**src/rtl/frame_serdes_pkg.sv**
```systemverilog
// Shared definitions for the frame serializer/deserializer.
// Assumes the marker is two bits, sent bit 0 first.
package frame_serdes_pkg;
    typedef enum logic [1:0] {
        MODE_OFF      = 2'd0,
        MODE_CTRL_OUT = 2'd1,
        MODE_CTRL_IN  = 2'd2,
        MODE_SPLIT    = 2'd3
    } serdes_mode_e;

    localparam int unsigned MARK_W = 2;
    // Bit 0 goes out first as 1, then bit 1 as 0.
    localparam logic [MARK_W-1:0] MARK_BITS = 2'b01;
endpackage

```
**src/rtl/frame_serdes_tx.sv**
```systemverilog
// Transmit half: builds a marker+data frame and shifts it out LSB first.
// Assumes DATA_W >= 4; words are latched only at frame starts.
module frame_serdes_tx
    import frame_serdes_pkg::*;
#(
    parameter int DATA_W = 24
) (
    input  logic              clk,
    input  logic              rst_n,
    input  serdes_mode_e      mode,
    input  logic              dir_ser,
    input  logic [DATA_W-1:0] tx_word,
    input  logic              tx_load,
    output logic              ser_out
);
    localparam int FRAME_W = DATA_W + MARK_W;
    localparam int CNT_W   = $clog2(FRAME_W);
    localparam int CTRL_LO = DATA_W - 4;
    localparam logic [CNT_W-1:0] LAST_POS = CNT_W'(FRAME_W - 1);

    logic [DATA_W-1:0]  hold;
    logic [DATA_W-1:0]  hold_next;
    logic [FRAME_W-1:0] cur;
    logic [CNT_W-1:0]   pos;
    logic               run;
    logic               active;
    logic               frame_end;

    // Zero the bits that are not transmit inputs in this mode.
    function automatic logic [DATA_W-1:0] mask_tx(serdes_mode_e m, logic [DATA_W-1:0] w);
        logic [DATA_W-1:0] r;
        r = w;
        case (m)
            MODE_CTRL_OUT: r[DATA_W-1:CTRL_LO] = '0;
            MODE_SPLIT:    r[DATA_W-1:DATA_W-2] = '0;
            default:       ;
        endcase
        return r;
    endfunction

    assign active    = (mode != MODE_OFF) && dir_ser;
    assign hold_next = tx_load ? tx_word : hold;
    assign frame_end = run && (pos == LAST_POS);
    assign ser_out   = run & cur[0];

    // Store the most recently loaded word.
    always_ff @(posedge clk) begin
        if (!rst_n || mode == MODE_OFF) hold <= '0;
        else if (tx_load)               hold <= tx_word;
    end

    // Start a frame, or shift the current one out one bit per clock.
    always_ff @(posedge clk) begin
        if (!rst_n || !active) begin
            run <= 1'b0;
            pos <= '0;
            cur <= '0;
        end else if (!run || frame_end) begin
            run <= 1'b1;
            pos <= '0;
            cur <= {mask_tx(mode, hold_next), MARK_BITS};
        end else begin
            pos <= pos + CNT_W'(1);
            cur <= {1'b0, cur[FRAME_W-1:1]};
        end
    end

    assert_head_one_R1: assert property (@(posedge clk) disable iff (!rst_n)
        (run && pos == '0) |-> ser_out);
    assert_head_zero_R1: assert property (@(posedge clk) disable iff (!rst_n)
        (run && pos == CNT_W'(1)) |-> !ser_out);
    assert_quiet_when_off_R10: assert property (@(posedge clk) disable iff (!rst_n)
        !active |=> !ser_out);
    assert_hold_cleared_R9: assert property (@(posedge clk) disable iff (!rst_n)
        (mode == MODE_OFF) |=> (hold == '0));
endmodule

```
**src/rtl/frame_serdes_rx.sv**
```systemverilog
// Receive half: hunts for the marker and tracks frame alignment.
// It reports a mapped word once two consecutive frames are well framed.
// Assumes ser_in is already aligned to clk.
module frame_serdes_rx
    import frame_serdes_pkg::*;
#(
    parameter int DATA_W = 24
) (
    input  logic              clk,
    input  logic              rst_n,
    input  serdes_mode_e      mode,
    input  logic              dir_ser,
    input  logic              ser_in,
    output logic [DATA_W-1:0] rx_word,
    output logic              rx_valid,
    output logic              rx_locked
);
    localparam int FRAME_W = DATA_W + MARK_W;
    localparam int CNT_W   = $clog2(FRAME_W);
    localparam int CTRL_LO = DATA_W - 4;
    localparam logic [CNT_W-1:0] LAST_POS = CNT_W'(FRAME_W - 1);

    logic [FRAME_W-1:0] sr;
    logic [FRAME_W-1:0] win;
    logic [CNT_W-1:0]   cnt;
    logic               track;
    logic [1:0]         good;
    logic               active;
    logic               bnd_ok;
    logic               at_end;
    logic               capture;

    // Map received data to the parallel outputs for the given mode.
    function automatic logic [DATA_W-1:0] map_rx(serdes_mode_e m, logic [DATA_W-1:0] d);
        logic [DATA_W-1:0] r;
        r = d;
        case (m)
            MODE_CTRL_IN: r[DATA_W-1:CTRL_LO] = '0;
            MODE_SPLIT: begin
                r[DATA_W-1]          = d[CTRL_LO+1];
                r[DATA_W-2]          = d[CTRL_LO];
                r[CTRL_LO+1:CTRL_LO] = '0;
            end
            default: ;
        endcase
        return r;
    endfunction

    assign active    = (mode != MODE_OFF) && !dir_ser;
    assign win       = {ser_in, sr[FRAME_W-1:1]};
    assign bnd_ok    = (win[MARK_W-1:0] == MARK_BITS);
    assign at_end    = track && (cnt == LAST_POS);
    assign capture   = active && at_end && bnd_ok && (good != 2'd0);
    assign rx_locked = (good == 2'd2);

    // Shift the line in and keep or lose frame alignment.
    always_ff @(posedge clk) begin
        if (!rst_n || !active) begin
            sr    <= '0;
            cnt   <= '0;
            track <= 1'b0;
            good  <= 2'd0;
        end else begin
            sr <= win;
            if (!track) begin
                if (bnd_ok) begin
                    track <= 1'b1;
                    cnt   <= '0;
                    good  <= 2'd1;
                end
            end else if (at_end) begin
                cnt <= '0;
                if (bnd_ok) begin
                    good <= 2'd2;
                end else begin
                    track <= 1'b0;
                    good  <= 2'd0;
                end
            end else begin
                cnt <= cnt + CNT_W'(1);
            end
        end
    end

    // One-cycle strobe for each reported word.
    always_ff @(posedge clk) begin
        if (!rst_n || !active) rx_valid <= 1'b0;
        else                   rx_valid <= capture;
    end

    // Output word register; it holds between reports.
    always_ff @(posedge clk) begin
        if (!rst_n || mode == MODE_OFF) rx_word <= '0;
        else if (capture)               rx_word <= map_rx(mode, win[FRAME_W-1:MARK_W]);
    end

    assert_valid_single_R4: assert property (@(posedge clk) disable iff (!rst_n)
        rx_valid |=> !rx_valid);
    assert_valid_needs_lock_R5: assert property (@(posedge clk) disable iff (!rst_n)
        rx_valid |-> rx_locked);
    assert_word_holds_R8: assert property (@(posedge clk) disable iff (!rst_n)
        (mode != MODE_OFF) |=> (rx_valid || $stable(rx_word)));
    assert_ctrl_in_zero_R7: assert property (@(posedge clk) disable iff (!rst_n)
        (rx_valid && $past(mode) == MODE_CTRL_IN) |-> (rx_word[DATA_W-1:CTRL_LO] == '0));
    assert_split_low_zero_R7: assert property (@(posedge clk) disable iff (!rst_n)
        (rx_valid && $past(mode) == MODE_SPLIT) |-> (rx_word[CTRL_LO+1:CTRL_LO] == '0));
    assert_off_clears_R9: assert property (@(posedge clk) disable iff (!rst_n)
        (mode == MODE_OFF) |=> (!rx_valid && !rx_locked && rx_word == '0));
    assert_rx_idle_R10: assert property (@(posedge clk) disable iff (!rst_n)
        dir_ser |=> !rx_valid);
endmodule

```
**src/rtl/frame_serdes.sv**
```systemverilog
// Top level: one direction-selected serializer/deserializer that shares
// the mode control. Assumes mode and dir_ser come from a synchronous
// controller.
module frame_serdes
    import frame_serdes_pkg::*;
#(
    parameter int DATA_W = 24
) (
    input  logic              clk,
    input  logic              rst_n,
    input  logic [1:0]        mode,
    input  logic              dir_ser,
    input  logic [DATA_W-1:0] tx_word,
    input  logic              tx_load,
    output logic              ser_out,
    input  logic              ser_in,
    output logic [DATA_W-1:0] rx_word,
    output logic              rx_valid,
    output logic              rx_locked
);
    serdes_mode_e mode_e;

    assign mode_e = serdes_mode_e'(mode);

    frame_serdes_tx #(.DATA_W(DATA_W)) u_tx (
        .clk     (clk),
        .rst_n   (rst_n),
        .mode    (mode_e),
        .dir_ser (dir_ser),
        .tx_word (tx_word),
        .tx_load (tx_load),
        .ser_out (ser_out)
    );

    frame_serdes_rx #(.DATA_W(DATA_W)) u_rx (
        .clk       (clk),
        .rst_n     (rst_n),
        .mode      (mode_e),
        .dir_ser   (dir_ser),
        .ser_in    (ser_in),
        .rx_word   (rx_word),
        .rx_valid  (rx_valid),
        .rx_locked (rx_locked)
    );
endmodule

```
**config.mk**
```make
export PLATFORM = sky130hd
export DESIGN_NAME = frame_serdes
export DESIGN_NICKNAME = d
export VERILOG_FILES = /design/src/rtl/frame_serdes_pkg.sv /design/src/rtl/frame_serdes_tx.sv /design/src/rtl/frame_serdes_rx.sv /design/src/rtl/frame_serdes.sv
export SDC_FILE = /design/constraint.sdc
export NUM_CORES = 1
export LEC_CHECK = 0
export BUFFER_PORTS_ARGS = -buffer_cell sky130_fd_sc_hd__buf_2
export CAP_MARGIN = 0
export CORE_AREA = 2 2 95 97
export DETAILED_ROUTE_END_ITERATION = 10
export DIE_AREA = 0 0 97 99
export PLACE_DENSITY = 0.81
export SYNTH_ARGS = -nofsm -noshare
export SYNTH_HDL_FRONTEND = slang
export SYNTH_HIERARCHICAL = 1
export SYNTH_SLANG_ARGS = --single-unit
```
**constraint.sdc**
```tcl
create_clock -name clk -period 1.7 [get_ports clk]
set_input_delay 0.085 -clock clk [delete_from_list [all_inputs] [get_ports clk]]
set_output_delay 0.085 -clock clk [all_outputs]
set_load 0.01 [all_outputs]
```
# Word-level counts from Yosys, hierarchy flattened
# Index checks and enable logic that the tools add are counted.
# classes
addsub,2
n_eq_ne,8
muxes,15
n_bitwise,2
reduce_logical,24
# op_table
operator,count
2-to-1 mux 25 bit,1
2-to-1 mux 24 bit,1
2-to-1 mux 5 bit,3
adder 5 x 1 -> 5 bit (second input constant),2
== test 5 bit (second input constant),2
2-to-1 mux 2 bit,5
case mux 4 bit (2 select lines),1
logical AND 1 bit,7
== test 2 bit (second input constant),3
nonzero test 2 bit,3
logical NOT 1 bit,5
== test 2 x 1 -> 1 bit (second input constant),2
logical OR 1 bit,4
2-to-1 mux 1 bit,4
OR reduction 2 bit,2
OR reduction 4 bit,1
logical NOT 2 bit,1
!= test 2 bit (second input constant),1
AND reduction 2 bit,1
AND 1 bit,1
NOT 1 bit,1
# totals
ff_bits,115
in_bits,31
word_cells,63

# Logic depth before layout (Yosys ltp)
# logic_depth
word_depth,5
mapped_depth,8
depth_no_buf,6

# Hierarchy
# The synthesis kept the hierarchy.
# by_module_without_submodules
module,area_per_inst_um2,n_inst,cells_each
frame_serdes_rx,2042.0,1,197
frame_serdes_tx,2026.9,1,196

# Worst setup path before layout
# Ideal clock, no wire load.
# synth_timing
path_type,register to register
start,reg u_rx.cnt[0]
end,reg u_rx.rx_word[10]
slack_ns,0.060
t_required_ns,1.572
setup_ns,0.128
arrival_ns,1.512
path_stages_with_launch,8
path_cell_list,dfxtp_1 ha_1 nand3_2 nor4_4 buf_6 buf_12 mux2i_1 nor2_1
# synth_between
elab_chain_len,5
# synth_rtl
item,line,source
"start, declared",frame_serdes_rx.sv:25,logic [CNT_W-1:0] cnt;
"start signal, assigned",frame_serdes_rx.sv:80,cnt <= cnt + CNT_W'(1);
== test 5 bit,frame_serdes_rx.sv:52,assign at_end = track && (cnt == LAST_POS);
logical AND 1 bit,frame_serdes_rx.sv:52,
logical AND 1 bit (3 in a row),frame_serdes_rx.sv:53,assign capture = active && at_end && bnd_ok && (good != 2'd0);
"end signal, assigned",frame_serdes_rx.sv:94,"else if (capture) rx_word <= map_rx(mode, win[FRAME_W-1:MARK_W]);"
"end, declared",frame_serdes_rx.sv:14,"output logic [DATA_W-1:0] rx_word,"
# No other way between the ends.
# A chain may end at the register's enable or synchronous reset.

# Worst setup path after layout
# layout_timing
start,reg u_rx.sr[2]
end,reg u_rx.rx_word[16]
# layout_between
elab_chain_len,3
# layout_rtl
item,line,source
"start, declared",frame_serdes_rx.sv:23,logic [FRAME_W-1:0] sr;
"start signal, assigned",frame_serdes_rx.sv:64,sr <= win;
== test 2 x 1 -> 1 bit,frame_serdes_rx.sv:51,assign bnd_ok = (win[MARK_W-1:0] == MARK_BITS);
logical AND 1 bit (2 in a row),frame_serdes_rx.sv:53,
# No other way between the ends.

==> results.yml <==
worst_setup_path:
  r2r-start: "u_rx/sr[2]"
  critPathKind: "reg -> reg"
  cp.arrival_ps: 2080
  crit_path_start_kind: "register"
  cp-end-kind: "register"
  r2r_end: "u_rx/rx_word[16]"
  crit_chain: "or3b_4 > nor4_4 > buf_6 > buf_12 > mux2i_2 > nor2_1"
  cp_data_required_time_ps: 2080
  rrSetupSlack_ps: 1
  ff2ff_path_depth: 6
  cp_slowest_cell: "or3b_4"
  max_stage_delay_ps: 380
  critPathMaxFanout: 8
placement:
  io_buffers: 57
  gp_congestion: 0.787
  dp_hpwl_um: 5320
synth:
  synth_flop_cell: "dfxtp_1"
  ys_warn_count: 6
  synthesis.area_um2: 4070
  ys_seq_area_share_pct: 56.1
  synthArstFlopShare_pct: 0
  synth.ff_latch_count: 114
  postSynthAreaPerCell_um2: 10.4
  synth_nets: 428
  synthCells: 393
  synth-edff-count: 0
  synth_cell_type_count: 43
clock_tree:
  clk_path_buf_depth: 2
  cts_root_buffer: "clkbuf_8"
  cts_max_level: 4
  cts.sinks: 114
  cts_tree: "built"
  cts_buffers: 17
  clkTransAtPathRegs_ps: 60
  clock_latency_ps: 500
die:
  die_area_um2: 9600
  die_w_um: 97
  rows: 34
  pin_count: 58
  die_h_um: 99
  start_util_pct: 47.6
  core_area_um2: 8550
pwr:
  leakage_uw: 0.00224
  vdd_drop_max_v: 0.000790
  powerDensity_nw_per_um2: 1170
sta:
  skew_ps: 8.13
  setup_viol: 0
  period_needed_ps: 1700
  finalMaxSlewViolations: 0
  worst_pin_slew_ps: 783
  rsz0062_at_grt: "true"
  hold_viol: 0
  fmax_mhz: 589
  min_period_over_period_pct: 99.9
  finalSetupTns_ps: 0
  max_slew_margin_pct: 47.7
grt:
  antenna_found_initial: 0
  grt_pass1_wl_um: 15200
  grt_usage_pct: 19.6
  grt_max_degree: 30
  overflow: 0
  grt_pass1_vias: 3262
route:
  avgViaCountPerCell: 5.28
  wl_per_cell_um: 15.3
  drt_drc_violations_left: 0
  drt-total-wl_um: 9410
  initialDrtViolationCount: 249
  vias: 3242
  dr.pass1.iters: 4
  drt.antenna.violating_nets: 0
cells_and_area:
  syn_to_final_growth_pct: 33.4
  multiInputGateArea_um2: 1630
  fill_cells: 630
  post-route-util_pct: 63.5
  nets: 528
  final_common_cell: "dfxtp_1"
  drive_above_1_share_pct: 24.5
  diodes: 0
  final_cell_mix: "dfxtp_1 (112), buf_2 (57), nor2_1 (55)"
  regArea_um2: 2280
worst_hold_path:
  hold_depth: 5
  hold_class: "in -> reg"
  hp-start: "rst_n"
  min_to: "u_rx/rx_word[20]"
status:
  status: "finished, final reports clean"
flow_run:
  max_cap_viol_count: 0
state kept, by name (all words and copies together) (netlist names):
register and count:
u_tx/cur 26, u_rx/sr 25, u_rx/rx_word 24, u_tx/hold 24
u_rx/cnt 5, u_tx/pos 5, u_rx/good 2, u_rx/rx_valid 1
u_rx/track 1, u_tx/run 1
final cells by class:
cell class	count	area share (%)
repair buffers	105	14.4
well taps	108	2.49
multi-input cells	245	30.0
clock inverters	14	2.42
flip-flops and latches	114	42.1
inverters	10	0.692
clock buffers	18	7.88
power breakdown:
group | switching (µW) | internal, µW
Sequential | 15.7 | 2730
Clock | 1290 | 1990
Combinational | 170 | 145
synth_stat cells, types with 2 or more instances:
cell type | number | area (µm²)
a31oi_1 | 2 | 12.5
nand2b_1 | 2 | 12.5
nor2_1 | 56 | 210
o21a_1 | 2 | 15.0
nor2b_1 | 7 | 43.8
buf_6 | 2 | 22.5
nand4b_1 | 2 | 17.5
or2_2 | 2 | 12.5
nor3_1 | 25 | 125
ha_1 | 4 | 50.1
a211oi_1 | 22 | 165
o21ai_0 | 4 | 20.0
nand2_1 | 3 | 11.3
a21oi_1 | 10 | 50.1
nand3_1 | 10 | 50.1
buf_2 | 10 | 50.1
nand3b_1 | 2 | 15.0
xor2_1 | 2 | 17.5
clkbuf_1 | 10 | 37.5
mux2i_1 | 44 | 440
o31ai_1 | 2 | 15.0
and2_1 | 26 | 163
a221o_1 | 2 | 20.0
dfxtp_1 | 114 | 2280
inv_1 | 10 | 37.5
cell families (layout without fill, tap and decap cells):
| family | after synthesis | after routing | share of synthesized area (%) |
|---|---|---|---|
| flops | 114 | 114 | 56.1 |
| fa+ha+maj | 4 | 4 | 1.23 |
| simple gates | 145 | 145 | 18.6 |
| mux | 45 | 45 | 11.1 |
| xor+xnor | 3 | 3 | 0.646 |
| buf+inv | 34 | 147 | 4.31 |
| compound gates | 48 | 48 | 8.06 |
per-stage QoR:
| stage | instance area, µm² | hold slack (ps) | setup slack, ps | total power, µW | std cells |
|---|---|---|---|---|---|
| after detailed placement | 4490 | 311 | 30.9 | 3050 | 548 |
| after CTS | 5330 | 8.74 | -18.8 | 6360 | 608 |
| after global routing | 5430 | 60.2 | -60.4 | 6560 | 614 |
| after floorplan | 4070 | 156 | 60.4 | 2960 | 393 |
| final | 5430 | 68.0 | 1.30 | 6340 | 614 |
| after global placement | 4490 | 306 | 123 | 3040 | 548 |
worst max path at each step:
stage | startpoint | end | slack [ps] | cells past startpoint
6_report | u_rx/sr[2] | u_rx/rx_word[16] | 1 | 6
5_1_grt | u_rx/sr[2] | u_rx/rx_word[16] | -60 | 6
4_1_cts | u_rx/cnt[1] | u_rx/rx_word[16] | -20 | 7
3_5_place_dp | u_rx/cnt[1] | u_rx/rx_word[9] | 30 | 7
3_3_place_gp | u_rx/cnt[1] | u_rx/rx_word[12] | 120 | 7
2_1_floorplan | u_rx/cnt[0] | u_rx/rx_word[10] | 60 | 7
per-layer routing:
layer / track usage (%) / share of wire, %
met5: 0 / 0
met4: 8.67 / 1.8
met3: 5.39 / 3.9
met2: 32.9 / 50
met1: 23.7 / 45
critical path, delay by kind of cell, from the launching register on:
family | cells | cell delay, ps
and+or+nand+nor | 3 | 710
DFF | 1 | 330
buffers and inverters | 2 | 310
muxes | 1 | 230
what timing repair did:
item                                   in CTS  in global routing
setup endpoints to repair                   1                 47
cloned                                      0                  3
buffers inserted                            0                  3
pin swaps                                   0                  9
hold buffers                               28                  0
resized for setup                           0                  7
endpoints found under the hold margin      42                  0
Note: power is estimated with default switching activity, not from simulation.
